<file path="src/rtl/stk_pkg.sv">
// Package: shared types and fixed bit positions for the sequencer stacks.
// Assumes: status byte layout is fixed; widths below match the sequencer words.
package stk_pkg;

    localparam int unsigned PC_W    = 14;
    localparam int unsigned ARITH_W = 8;
    localparam int unsigned MODE_W  = 7;
    localparam int unsigned MASK_W  = 10;
    localparam int unsigned CTX_W   = ARITH_W + MODE_W + MASK_W;

    // Positions inside the stack status byte (behaviour: decoded by software)
    localparam int unsigned SB_PC_EMPTY  = 0;
    localparam int unsigned SB_PC_OVF    = 1;
    localparam int unsigned SB_CTX_EMPTY = 4;
    localparam int unsigned SB_CTX_OVF   = 5;

    // What a stack does on one clock
    typedef enum logic [2:0] {
        ACT_IDLE,
        ACT_PASS,   // push and pop together: bypass
        ACT_PUSH,   // push into free slot
        ACT_DROP,   // push into full store: discarded
        ACT_POP,    // pop a stored entry
        ACT_UNDER   // pop of an empty store
    } stk_act_e;

    // One saved context entry
    typedef struct packed {
        logic [MASK_W-1:0]  mask;
        logic [MODE_W-1:0]  mode;
        logic [ARITH_W-1:0] arith;
    } ctx_entry_t;

endpackage

</file>
<file path="src/rtl/lifo_core.sv">
// Module: lifo_core
// Generic last-in-first-out store with a sticky overflow flag and a
// registered pop output. A push to a full store is discarded; a pop of an
// empty store outputs zero; push with pop bypasses the pushed word.
// Assumes: DEPTH >= 2; storage itself is not reset.
module lifo_core
    import stk_pkg::*;
#(
    parameter int unsigned W     = 14,
    parameter int unsigned DEPTH = 16
) (
    input  logic         clk,
    input  logic         rst_n,
    input  logic         push_i,
    input  logic         pop_i,
    input  logic [W-1:0] wdata_i,
    output logic [W-1:0] rdata_o,
    output logic         empty_o,
    output logic         ovf_o
);

    localparam int unsigned PW = $clog2(DEPTH + 1);
    localparam int unsigned AW = (DEPTH > 1) ? $clog2(DEPTH) : 1;
    localparam logic [PW-1:0] FULL_LVL = PW'(DEPTH);

    logic [W-1:0]  mem [DEPTH];
    logic [PW-1:0] ptr_q;
    logic          ovf_q;
    logic [W-1:0]  rdata_q;
    logic          full;
    logic          empty;
    logic [AW-1:0] wr_idx;
    logic [AW-1:0] rd_idx;
    logic [PW-1:0] ptr_dec;
    stk_act_e      act;

    // Purpose: derive level flags and slot indices from the pointer
    always_comb begin
        full    = (ptr_q == FULL_LVL);
        empty   = (ptr_q == '0);
        ptr_dec = ptr_q - PW'(1);
        wr_idx  = ptr_q[AW-1:0];
        rd_idx  = ptr_dec[AW-1:0];
    end

    // Purpose: classify this cycle's strobes into one stack action
    always_comb begin
        act = ACT_IDLE;
        if (push_i && pop_i) begin
            act = ACT_PASS;
        end else if (push_i) begin
            act = full ? ACT_DROP : ACT_PUSH;
        end else if (pop_i) begin
            act = empty ? ACT_UNDER : ACT_POP;
        end
    end

    // Purpose: write the pushed word into the next free slot
    always_ff @(posedge clk) begin
        if (act == ACT_PUSH) begin
            mem[wr_idx] <= wdata_i;
        end
    end

    // Purpose: update pointer, overflow flag and popped-value register
    always_ff @(posedge clk) begin
        if (!rst_n) begin
            ptr_q   <= '0;
            ovf_q   <= 1'b0;
            rdata_q <= '0;
        end else begin
            unique case (act)
                ACT_PASS:  rdata_q <= wdata_i;
                ACT_PUSH:  ptr_q   <= ptr_q + PW'(1);
                ACT_DROP:  ovf_q   <= 1'b1;
                ACT_POP: begin
                    rdata_q <= mem[rd_idx];
                    ptr_q   <= ptr_dec;
                end
                ACT_UNDER: rdata_q <= '0;
                default:   ;
            endcase
        end
    end

    assign rdata_o = rdata_q;
    assign empty_o = empty;
    assign ovf_o   = ovf_q;

    // Overflow flag is sticky until reset
    assert_ovf_sticky_R6: assert property (@(posedge clk) disable iff (!rst_n)
        ovf_q |=> ovf_q);

    // Depth never exceeds the configured entry count
    assert_depth_bound_R7: assert property (@(posedge clk) disable iff (!rst_n)
        ptr_q <= FULL_LVL);

    // A push into a free slot raises the depth by one
    assert_push_grows_R1: assert property (@(posedge clk) disable iff (!rst_n)
        (push_i && !pop_i && !full) |=> (ptr_q == $past(ptr_q) + PW'(1)));

    // A full push changes nothing but raises overflow
    assert_drop_keeps_depth_R6: assert property (@(posedge clk) disable iff (!rst_n)
        (push_i && !pop_i && full) |=> ($stable(ptr_q) && ovf_q));

    // Pop of empty store yields zero and stays empty
    assert_under_zero_R8: assert property (@(posedge clk) disable iff (!rst_n)
        (pop_i && !push_i && empty) |=> (rdata_o == '0 && empty_o));

    // Simultaneous push and pop bypass the pushed word
    assert_bypass_R10: assert property (@(posedge clk) disable iff (!rst_n)
        (push_i && pop_i) |=> (rdata_o == $past(wdata_i) && $stable(ptr_q)));

endmodule

</file>
<file path="src/rtl/ctx_codec.sv">
// Module: ctx_codec
// Packs the three status words into one context entry and splits a popped
// entry back into its fields. Pure wiring through the shared struct type.
// Assumes: field widths come from stk_pkg.
module ctx_codec
    import stk_pkg::*;
(
    input  logic [ARITH_W-1:0] arith_i,
    input  logic [MODE_W-1:0]  mode_i,
    input  logic [MASK_W-1:0]  mask_i,
    output logic [CTX_W-1:0]   packed_o,
    input  logic [CTX_W-1:0]   packed_i,
    output logic [ARITH_W-1:0] arith_o,
    output logic [MODE_W-1:0]  mode_o,
    output logic [MASK_W-1:0]  mask_o
);

    ctx_entry_t enc;
    ctx_entry_t dec;

    // Purpose: assemble the entry to be saved
    always_comb begin
        enc.arith = arith_i;
        enc.mode  = mode_i;
        enc.mask  = mask_i;
        packed_o  = enc;
    end

    // Purpose: split a restored entry into its fields
    always_comb begin
        dec     = ctx_entry_t'(packed_i);
        arith_o = dec.arith;
        mode_o  = dec.mode;
        mask_o  = dec.mask;
    end

endmodule

</file>
<file path="src/rtl/stat_byte_pack.sv">
// Module: stat_byte_pack
// Places per-store empty and overflow flags at their fixed positions in
// the status byte; every other bit reads as zero.
// Assumes: positions from stk_pkg are distinct and below 8.
module stat_byte_pack
    import stk_pkg::*;
(
    input  logic       pc_empty_i,
    input  logic       pc_ovf_i,
    input  logic       ctx_empty_i,
    input  logic       ctx_ovf_i,
    output logic [7:0] status_o
);

    // Purpose: drive each bit from its flag, or zero when unused
    for (genvar b = 0; b < 8; b++) begin : g_bit
        if (b == SB_PC_EMPTY) begin : g_pe
            assign status_o[b] = pc_empty_i;
        end else if (b == SB_PC_OVF) begin : g_po
            assign status_o[b] = pc_ovf_i;
        end else if (b == SB_CTX_EMPTY) begin : g_ce
            assign status_o[b] = ctx_empty_i;
        end else if (b == SB_CTX_OVF) begin : g_co
            assign status_o[b] = ctx_ovf_i;
        end else begin : g_zero
            assign status_o[b] = 1'b0;
        end
    end

endmodule

</file>
<file path="src/rtl/seq_return_stacks.sv">
// Module: seq_return_stacks
// Return-address store and interrupt context store for a program sequencer.
// Calls and interrupt entries push the address; interrupt entries also push
// the context. Returns pop the address; interrupt returns also pop context.
// Assumes: strobes are single-cycle; pushes and pops of one kind per cycle.
module seq_return_stacks
    import stk_pkg::*;
#(
    parameter int unsigned PC_DEPTH  = 16,
    parameter int unsigned CTX_DEPTH = 12
) (
    input  logic               clk,
    input  logic               rst_n,
    input  logic               call_i,
    input  logic               irq_i,
    input  logic               rts_i,
    input  logic               rti_i,
    input  logic [PC_W-1:0]    pc_i,
    input  logic [ARITH_W-1:0] arith_i,
    input  logic [MODE_W-1:0]  mode_i,
    input  logic [MASK_W-1:0]  mask_i,
    output logic [PC_W-1:0]    ret_pc_o,
    output logic [ARITH_W-1:0] ret_arith_o,
    output logic [MODE_W-1:0]  ret_mode_o,
    output logic [MASK_W-1:0]  ret_mask_o,
    output logic [7:0]         stk_status_o
);

    logic             pc_push;
    logic             pc_pop;
    logic             ctx_push;
    logic             ctx_pop;
    logic             pc_empty;
    logic             pc_ovf;
    logic             ctx_empty;
    logic             ctx_ovf;
    logic [CTX_W-1:0] ctx_wr;
    logic [CTX_W-1:0] ctx_rd;

    // Purpose: map control-flow events onto per-store push and pop
    always_comb begin
        pc_push  = call_i | irq_i;
        pc_pop   = rts_i | rti_i;
        ctx_push = irq_i;
        ctx_pop  = rti_i;
    end

    lifo_core #(.W(PC_W), .DEPTH(PC_DEPTH)) u_pc_stk (
        .clk     (clk),
        .rst_n   (rst_n),
        .push_i  (pc_push),
        .pop_i   (pc_pop),
        .wdata_i (pc_i),
        .rdata_o (ret_pc_o),
        .empty_o (pc_empty),
        .ovf_o   (pc_ovf)
    );

    lifo_core #(.W(CTX_W), .DEPTH(CTX_DEPTH)) u_ctx_stk (
        .clk     (clk),
        .rst_n   (rst_n),
        .push_i  (ctx_push),
        .pop_i   (ctx_pop),
        .wdata_i (ctx_wr),
        .rdata_o (ctx_rd),
        .empty_o (ctx_empty),
        .ovf_o   (ctx_ovf)
    );

    ctx_codec u_codec (
        .arith_i  (arith_i),
        .mode_i   (mode_i),
        .mask_i   (mask_i),
        .packed_o (ctx_wr),
        .packed_i (ctx_rd),
        .arith_o  (ret_arith_o),
        .mode_o   (ret_mode_o),
        .mask_o   (ret_mask_o)
    );

    stat_byte_pack u_sbyte (
        .pc_empty_i  (pc_empty),
        .pc_ovf_i    (pc_ovf),
        .ctx_empty_i (ctx_empty),
        .ctx_ovf_i   (ctx_ovf),
        .status_o    (stk_status_o)
    );

    // Subroutine return alone leaves the context store untouched
    assert_rts_keeps_ctx_R3: assert property (@(posedge clk) disable iff (!rst_n)
        (rts_i && !rti_i && !irq_i) |=>
            ($stable({ret_arith_o, ret_mode_o, ret_mask_o}) &&
             $stable(stk_status_o[SB_CTX_OVF:SB_CTX_EMPTY])));

    // A call alone does not alter the context store level
    assert_call_keeps_ctx_R4: assert property (@(posedge clk) disable iff (!rst_n)
        (call_i && !irq_i && !rti_i) |=> $stable(stk_status_o[SB_CTX_EMPTY]));

    // Unused status bits stay zero
    assert_spare_zero_R5: assert property (@(posedge clk) disable iff (!rst_n)
        (stk_status_o[3:2] == 2'b00) && (stk_status_o[7:6] == 2'b00));

endmodule

</file>
<file path="config.mk">
export PLATFORM = sky130hd
export DESIGN_NAME = seq_return_stacks
export DESIGN_NICKNAME = d
export VERILOG_FILES = /design/src/rtl/stk_pkg.sv /design/src/rtl/lifo_core.sv /design/src/rtl/ctx_codec.sv /design/src/rtl/stat_byte_pack.sv /design/src/rtl/seq_return_stacks.sv
export SDC_FILE = /design/constraint.sdc
export NUM_CORES = 1
export LEC_CHECK = 0
export BUFFER_PORTS_ARGS = -buffer_cell sky130_fd_sc_hd__buf_2
export CAP_MARGIN = 10
export CORE_MARGIN = 5
export CORE_UTILIZATION = 25
export DETAILED_ROUTE_END_ITERATION = 7
export HOLD_SLACK_MARGIN = 0.15
export PLACE_DENSITY = 0.36
export REMOVE_ABC_BUFFERS = 1
export SYNTH_ARGS = -nofsm -noshare
export SYNTH_HDL_FRONTEND = slang
export SYNTH_HIERARCHICAL = 1
export SYNTH_SLANG_ARGS = --single-unit
</file>
<file path="constraint.sdc">
create_clock -name clk -period 4.1 [get_ports clk]
set_clock_uncertainty 0.05 [all_clocks]
set_input_delay 0.615 -clock clk [delete_from_list [all_inputs] [get_ports clk]]
set_output_delay 0.615 -clock clk [all_outputs]
set_load 0.05 [all_outputs]
</file>
Word level (Yosys, flattened, before mapping)
Memory sizes are Yosys's and may differ from the RTL's. Cells that the tools add are included. W data, S select, Z words.

Memory bits (writable): 524. Output and inout bits: 47. Logic and storage cells: 52. Memory bits (read-only): 0. Memories: 2. Bits in latches: 0. Flip-flop bits (word level): 50.

Memories: u_ctx_stk.mem (depth 12, bits a word 25, rd ports 1, clocked after Yosys merged registers in 0, write ports 1, line lifo_core.sv:26) `logic [W-1:0] mem [DEPTH];`; u_pc_stk.mem (depth 16, bits a word 14, rd ports 1, clocked after Yosys merged registers in 0, write ports 1, line lifo_core.sv:26).

Multipliers: 0. Add/subtract/negate cells: 4. Eq/ne operators: 12. Divide/modulo/power cells: 0. Shift operators: 0. Bitwise gates (word level): 2. Reduce and logical (&&, ||, !) cells: 8. Multiplexer cells: 18. Magnitude comparators: 0.

Operators by type and width (count): $pmux W25 S3 (1); $pmux W14 S3 (1); $mux W3 (6); $eq A3 B2 Y1 const B (4); $eq A3 B3 Y1 const B (4); $pmux W5 S2 (1); $mux W1 (8); $pmux W4 S2 (1); $eq A3 B1 Y1 const B (2); $reduce_bool A3 Y1 (2); $add A5 B1 Y5 const B (1); $eq A5 B5 Y1 const B (1); $logic_not A5 Y1 (1); $sub A5 B1 Y5 const B (1); $add A4 B1 Y4 const B (1); $eq A4 B4 Y1 const B (1); $logic_not A4 Y1 (1); $reduce_bool A2 Y1 (2); $sub A4 B1 Y4 const B (1); $logic_and A1 B1 Y1 (2); $or A1 B1 Y1 (2).

Longest topological paths before layout
Depth after elaboration: 8. Depth in mapped cells: 12.

By module
Netlist, hierarchy kept.

By module, submodules not included: lifo_core (u_ctx_stk) (cells each 849, area an instance 12944.9 µm², times used 1, seq. area each 9609.2 µm²); lifo_core (u_pc_stk) (cells each 516, area an instance 9776.9 µm², times used 1, seq. area each 7126.8 µm²); ctx_codec (cells each 50, area an instance 375.4 µm², times used 1, seq. area each 0.0 µm²); stat_byte_pack (cells each 9, area an instance 63.8 µm², times used 1, seq. area each 0.0 µm²); seq_return_stacks (cells each 2, area an instance 12.5 µm², times used 1, seq. area each 0.0 µm²).

Worst setup path after synthesis
OpenSTA, ideal clock, no wires.

Path kind: reg2reg. Start: reg u_pc_stk.ptr_q[0]. End: mem u_pc_stk.mem[2][0], in the netlist u_pc_stk/mem[1][0], enable pin. Library setup time: 403 ps. Clock period less this slack: 3204 ps. Stages on the path, launching flop included: 10. Path buffers: 3. Slack: 896 ps. Arrival: 2751 ps. Path through: dfxtp_1 -> buf_6 -> clkinv_1 -> buf_4 -> ha_1 -> nand4bb_1 -> and2_1 -> clkbuf_1 -> nand2_1 -> nor3_1.

Longest elaborated chain between the ends: 8.

Ends and longest elaborated chain: from (decl) (line lifo_core.sv:27) `logic [PW-1:0] ptr_q;`; from (signal assigned) (line lifo_core.sv:74) `ACT_PUSH: ptr_q <= ptr_q + PW'(1);`; from (signal assigned) (line lifo_core.sv:78) `ptr_q <= ptr_dec;`; $logic_not A5 Y1 (line lifo_core.sv:40) `empty = (ptr_q == '0);`; $mux W1 (line lifo_core.sv:54) `act = empty ? ACT_UNDER : ACT_POP;`; $mux W3 (line lifo_core.sv:53) `end else if (pop_i) begin`; $mux W3 (line lifo_core.sv:51) `end else if (push_i) begin`; $mux W3 (line lifo_core.sv:49) `if (push_i && pop_i) begin`; $eq A3 B2 Y1 (line lifo_core.sv:60) `if (act == ACT_PUSH) begin`; $mux W1 (line lifo_core.sv:60); $mux W1 (implied by the code) (line lifo_core.sv:61) `mem[wr_idx] <= wdata_i;`; to (decl) (line lifo_core.sv:26).

Parallel ways exist; a longest one is shown, timed or not.

Final worst setup path
Start: reg u_pc_stk.ptr_q[0]. End: out stk_status_o[0].

Longest elaborated chain between the ends: 1.

Ends and longest elaborated chain: $logic_not A5 Y1 (line lifo_core.sv:40); to (decl) (line seq_return_stacks.sv:26) `output logic [7:0] stk_status_o`.

No other way between the ends.

==> flow_summary_export.csv <==
group,metric,value,unit
sta,fmaxAchievable,0.328,GHz
pwr,leakagePower,9.02,nW
worst_setup_path,cp_max_fo,8,
synth,post_synth_inst_count,1426,
worst_setup_path,crit_chain,"clkinv_1, ha_4, or4b_1, inv_1, buf_2",
detailed_routing,routed_wl,62600,um
worst_setup_path,cp_data_arrival_time,2.38,ns
synth,synth-seq-area-share,0.722,
layout,stdcell_count,2788,
detailed_routing,ant_nets,0,
detailed_routing,post-route-drc-count,0,
layout,drive_gt1_frac,0.225,
worst_setup_path,start_kind,"flop",
pwr,power.density,532,nW/um^2
floorplanning,die-width,314,um
synth,ys_seq_elements,574,
clock_network,cts_hold_buf,0,
run,cap_viol_max_count,0,
placed_design,pre_cts_slack,0.908,ns
clock_network,cts_buffer_depth,3,
worst_setup_path,slowest_delay,0.60,ns
layout,utilization,0.294,
sta,hold_violations,0,
status,status,"complete, no violations",
placed_design,globalplace.congestion,0.697,
synth,yosys_warnings,6,
clock_network,clk_latency,0.59,ns
global_routing,grt_max_degree,59,
floorplanning,row_count,111,
placed_design,port_buffers,87,
clock_network,post-cts-setup-buffers,0,
detailed_routing,firstDrtPassIters,4,
layout,syn_to_final_growth,16.6,%
synth,synth_top_area_frac,0.679,
sta,setup_viol,0,
clock_network,root_buffer,"clkbuf_16",
layout,final_common_cell,"edfxtp_1",
synth,synthFlopType,"edfxtp_1",
sta,tightest_slew,1.14,ns
floorplanning,io_pins,92,
sta,finalWorstSetupSlack,1.05,ns
clock_network,cts_resized,0,
floorplanning,die_y,314,um
clock_network,cts_tree,"built",
placed_design,dpl.hpwl,37200,um
sta,drv_slew,0,
synth,syn_area,23200,um^2
floorplanning,die_area,98900,um^2
sta,period_needed,3.05,ns
synth,avgSynthCellArea,16.3,um^2
detailed_routing,drt-wirelength-per-cell,22.4,um
worst_setup_path,crit_type,"reg -> out",
global_routing,grt_pass1_vias,12945,
worst_setup_path,path_delay_family,"buffers and inverters",
synth,async_flop_share,0,
synth,synthDistinctLibCells,52,
layout,final_cell_mix,"edfxtp_1, nand2_1, mux2i_1",
global_routing,met2_usage,0.201,
global_routing,grt_pass1_wl,91600,um
detailed_routing,route.vias.total,12388,
global_routing,antenna_found_initial,2,
worst_setup_path,cp_slowest_cell,"or4b_1",
clock_network,cts-buffers-inserted,67,
worst_setup_path,required,3.43,ns
global_routing,top_usage_layer,"met2",
layout,fin_nets,1547,
sta,slew_headroom,0.238,
floorplanning,initial_utilization,0.252,
floorplanning,core_area,91800,um^2
sta,setup-tns-final,0,ns
detailed_routing,drt-initial-drc-count,682,
pwr,ir_drop,214,uV
global_routing,met1_usage,0.178,
placed_design,dp_cells,2666,
clock_network,htreeDepth,3,
worst_setup_path,setup.worst_path.end_class,"output pin",
global_routing,grtUsageMet3,0.0242,
synth,yosys.area.top_type,"edfxtp_1",
worst_setup_path,worst-path-buf-inv,3,
clock_network,cts.sinks,574,
min_path,hold_class,"in -> reg",
global_routing,overflow,0,
clock_network,path_clk_slew,0.06,ns
sta,rsz0062_at_grt,"false",
synth,synth_edf_count,524,
synth,yosys-top-cells-area,"edfxtp_1, mux4_2, mux2i_1, dfxtp_1, nand2_1",
global_routing,track_usage,0.126,
sta,period_share,0.743,
detailed_routing,via_per_inst,4.44,
==> power by group <==
group,internal (mW),leakage [nW],total (mW),switching [mW]
Sequential,6.50,5.13,6.56,0.0612
Combinational,0.688,2.82,1.95,1.27
Clock,3.49,1.06,5.87,2.38
Total,10.7,9.02,14.4,3.70
==> layer usage <==
metal | share of wire | up-vias
li1 | - | 5590
met3 | 0.044 | 78
met4 | 0.016 | 0
met5 | 0 | -
met1 | 0.47 | 6467
met2 | 0.47 | 253
==> per-stage QoR <==
stage	hold WS [ns]	power, mW	area [um^2]
after global routing	0.321	15.0	27000
after detailed placement	0.400	8.69	24900
after global placement	0.398	8.68	24900
final	0.339	14.4	27000
after CTS	0.305	14.6	27000
after floorplan	0.419	7.96	22300
==> layout make-up <==
| class | instances | area (um^2) |
|---|---|---|
| antenna | 1 | 2.50 |
| clock buffer | 90 | 1890 |
| clock inverter | 31 | 280 |
| fill | 9081 | 64800 |
| inverter | 9 | 33.8 |
| multi-input combinational | 706 | 5670 |
| sequential | 574 | 16700 |
| tap | 1243 | 1560 |
| timing repair buffer | 134 | 863 |
==> registers in the layout (all words and copies together) (netlist names) <==
register           cells
u_ctx_stk/mem        300
u_ctx_stk/ovf_o        1
u_ctx_stk/ptr_q        4
u_ctx_stk/rdata_o     25
u_pc_stk/mem         224
u_pc_stk/ovf_o         1
u_pc_stk/ptr_q         5
u_pc_stk/rdata_o      14
==> synth_stat cells (all sizes together) (19+ instances only) <==
library cell    n
mux4           67
dfxtp          50
nand2         187
edfxtp        524
buf           104
clkbuf         36
nand3          55
a22oi          19
mux2i         113
nand4          20
o21ai          20
nor2           38
a21oi          38
==> cells by family after synthesis <==
family	after synthesis	synth area share
fa+ha+maj	10	0.00540
xor+xnor	6	0.00373
flops	574	0.722
mux	181	0.115
compound gates	148	0.0453
other cells	1	0.000162
buf+inv	149	0.0377
simple gates	357	0.0709
==> path summary, 6_finish.rpt <==
check             depth (start not counted)  slack, ns                           start                          endpoint
setup / recovery                          5       1.05  u_pc_stk/ptr_q[0]$_SDFFE_PN0P_                   stk_status_o[0]
hold reg to reg                           1       0.41     u_pc_stk/ovf_o$_SDFFE_PN0N_       u_pc_stk/ovf_o$_SDFFE_PN0N_
setup reg to reg                          6       1.18  u_pc_stk/ptr_q[0]$_SDFFE_PN0P_  u_pc_stk/rdata_o[2]$_SDFFE_PN0P_
hold / removal                            1       0.34                       mode_i[0]     u_ctx_stk/mem[9][8]$_DFFE_PP_
Note: power is estimated with default switching activity, not from simulation.
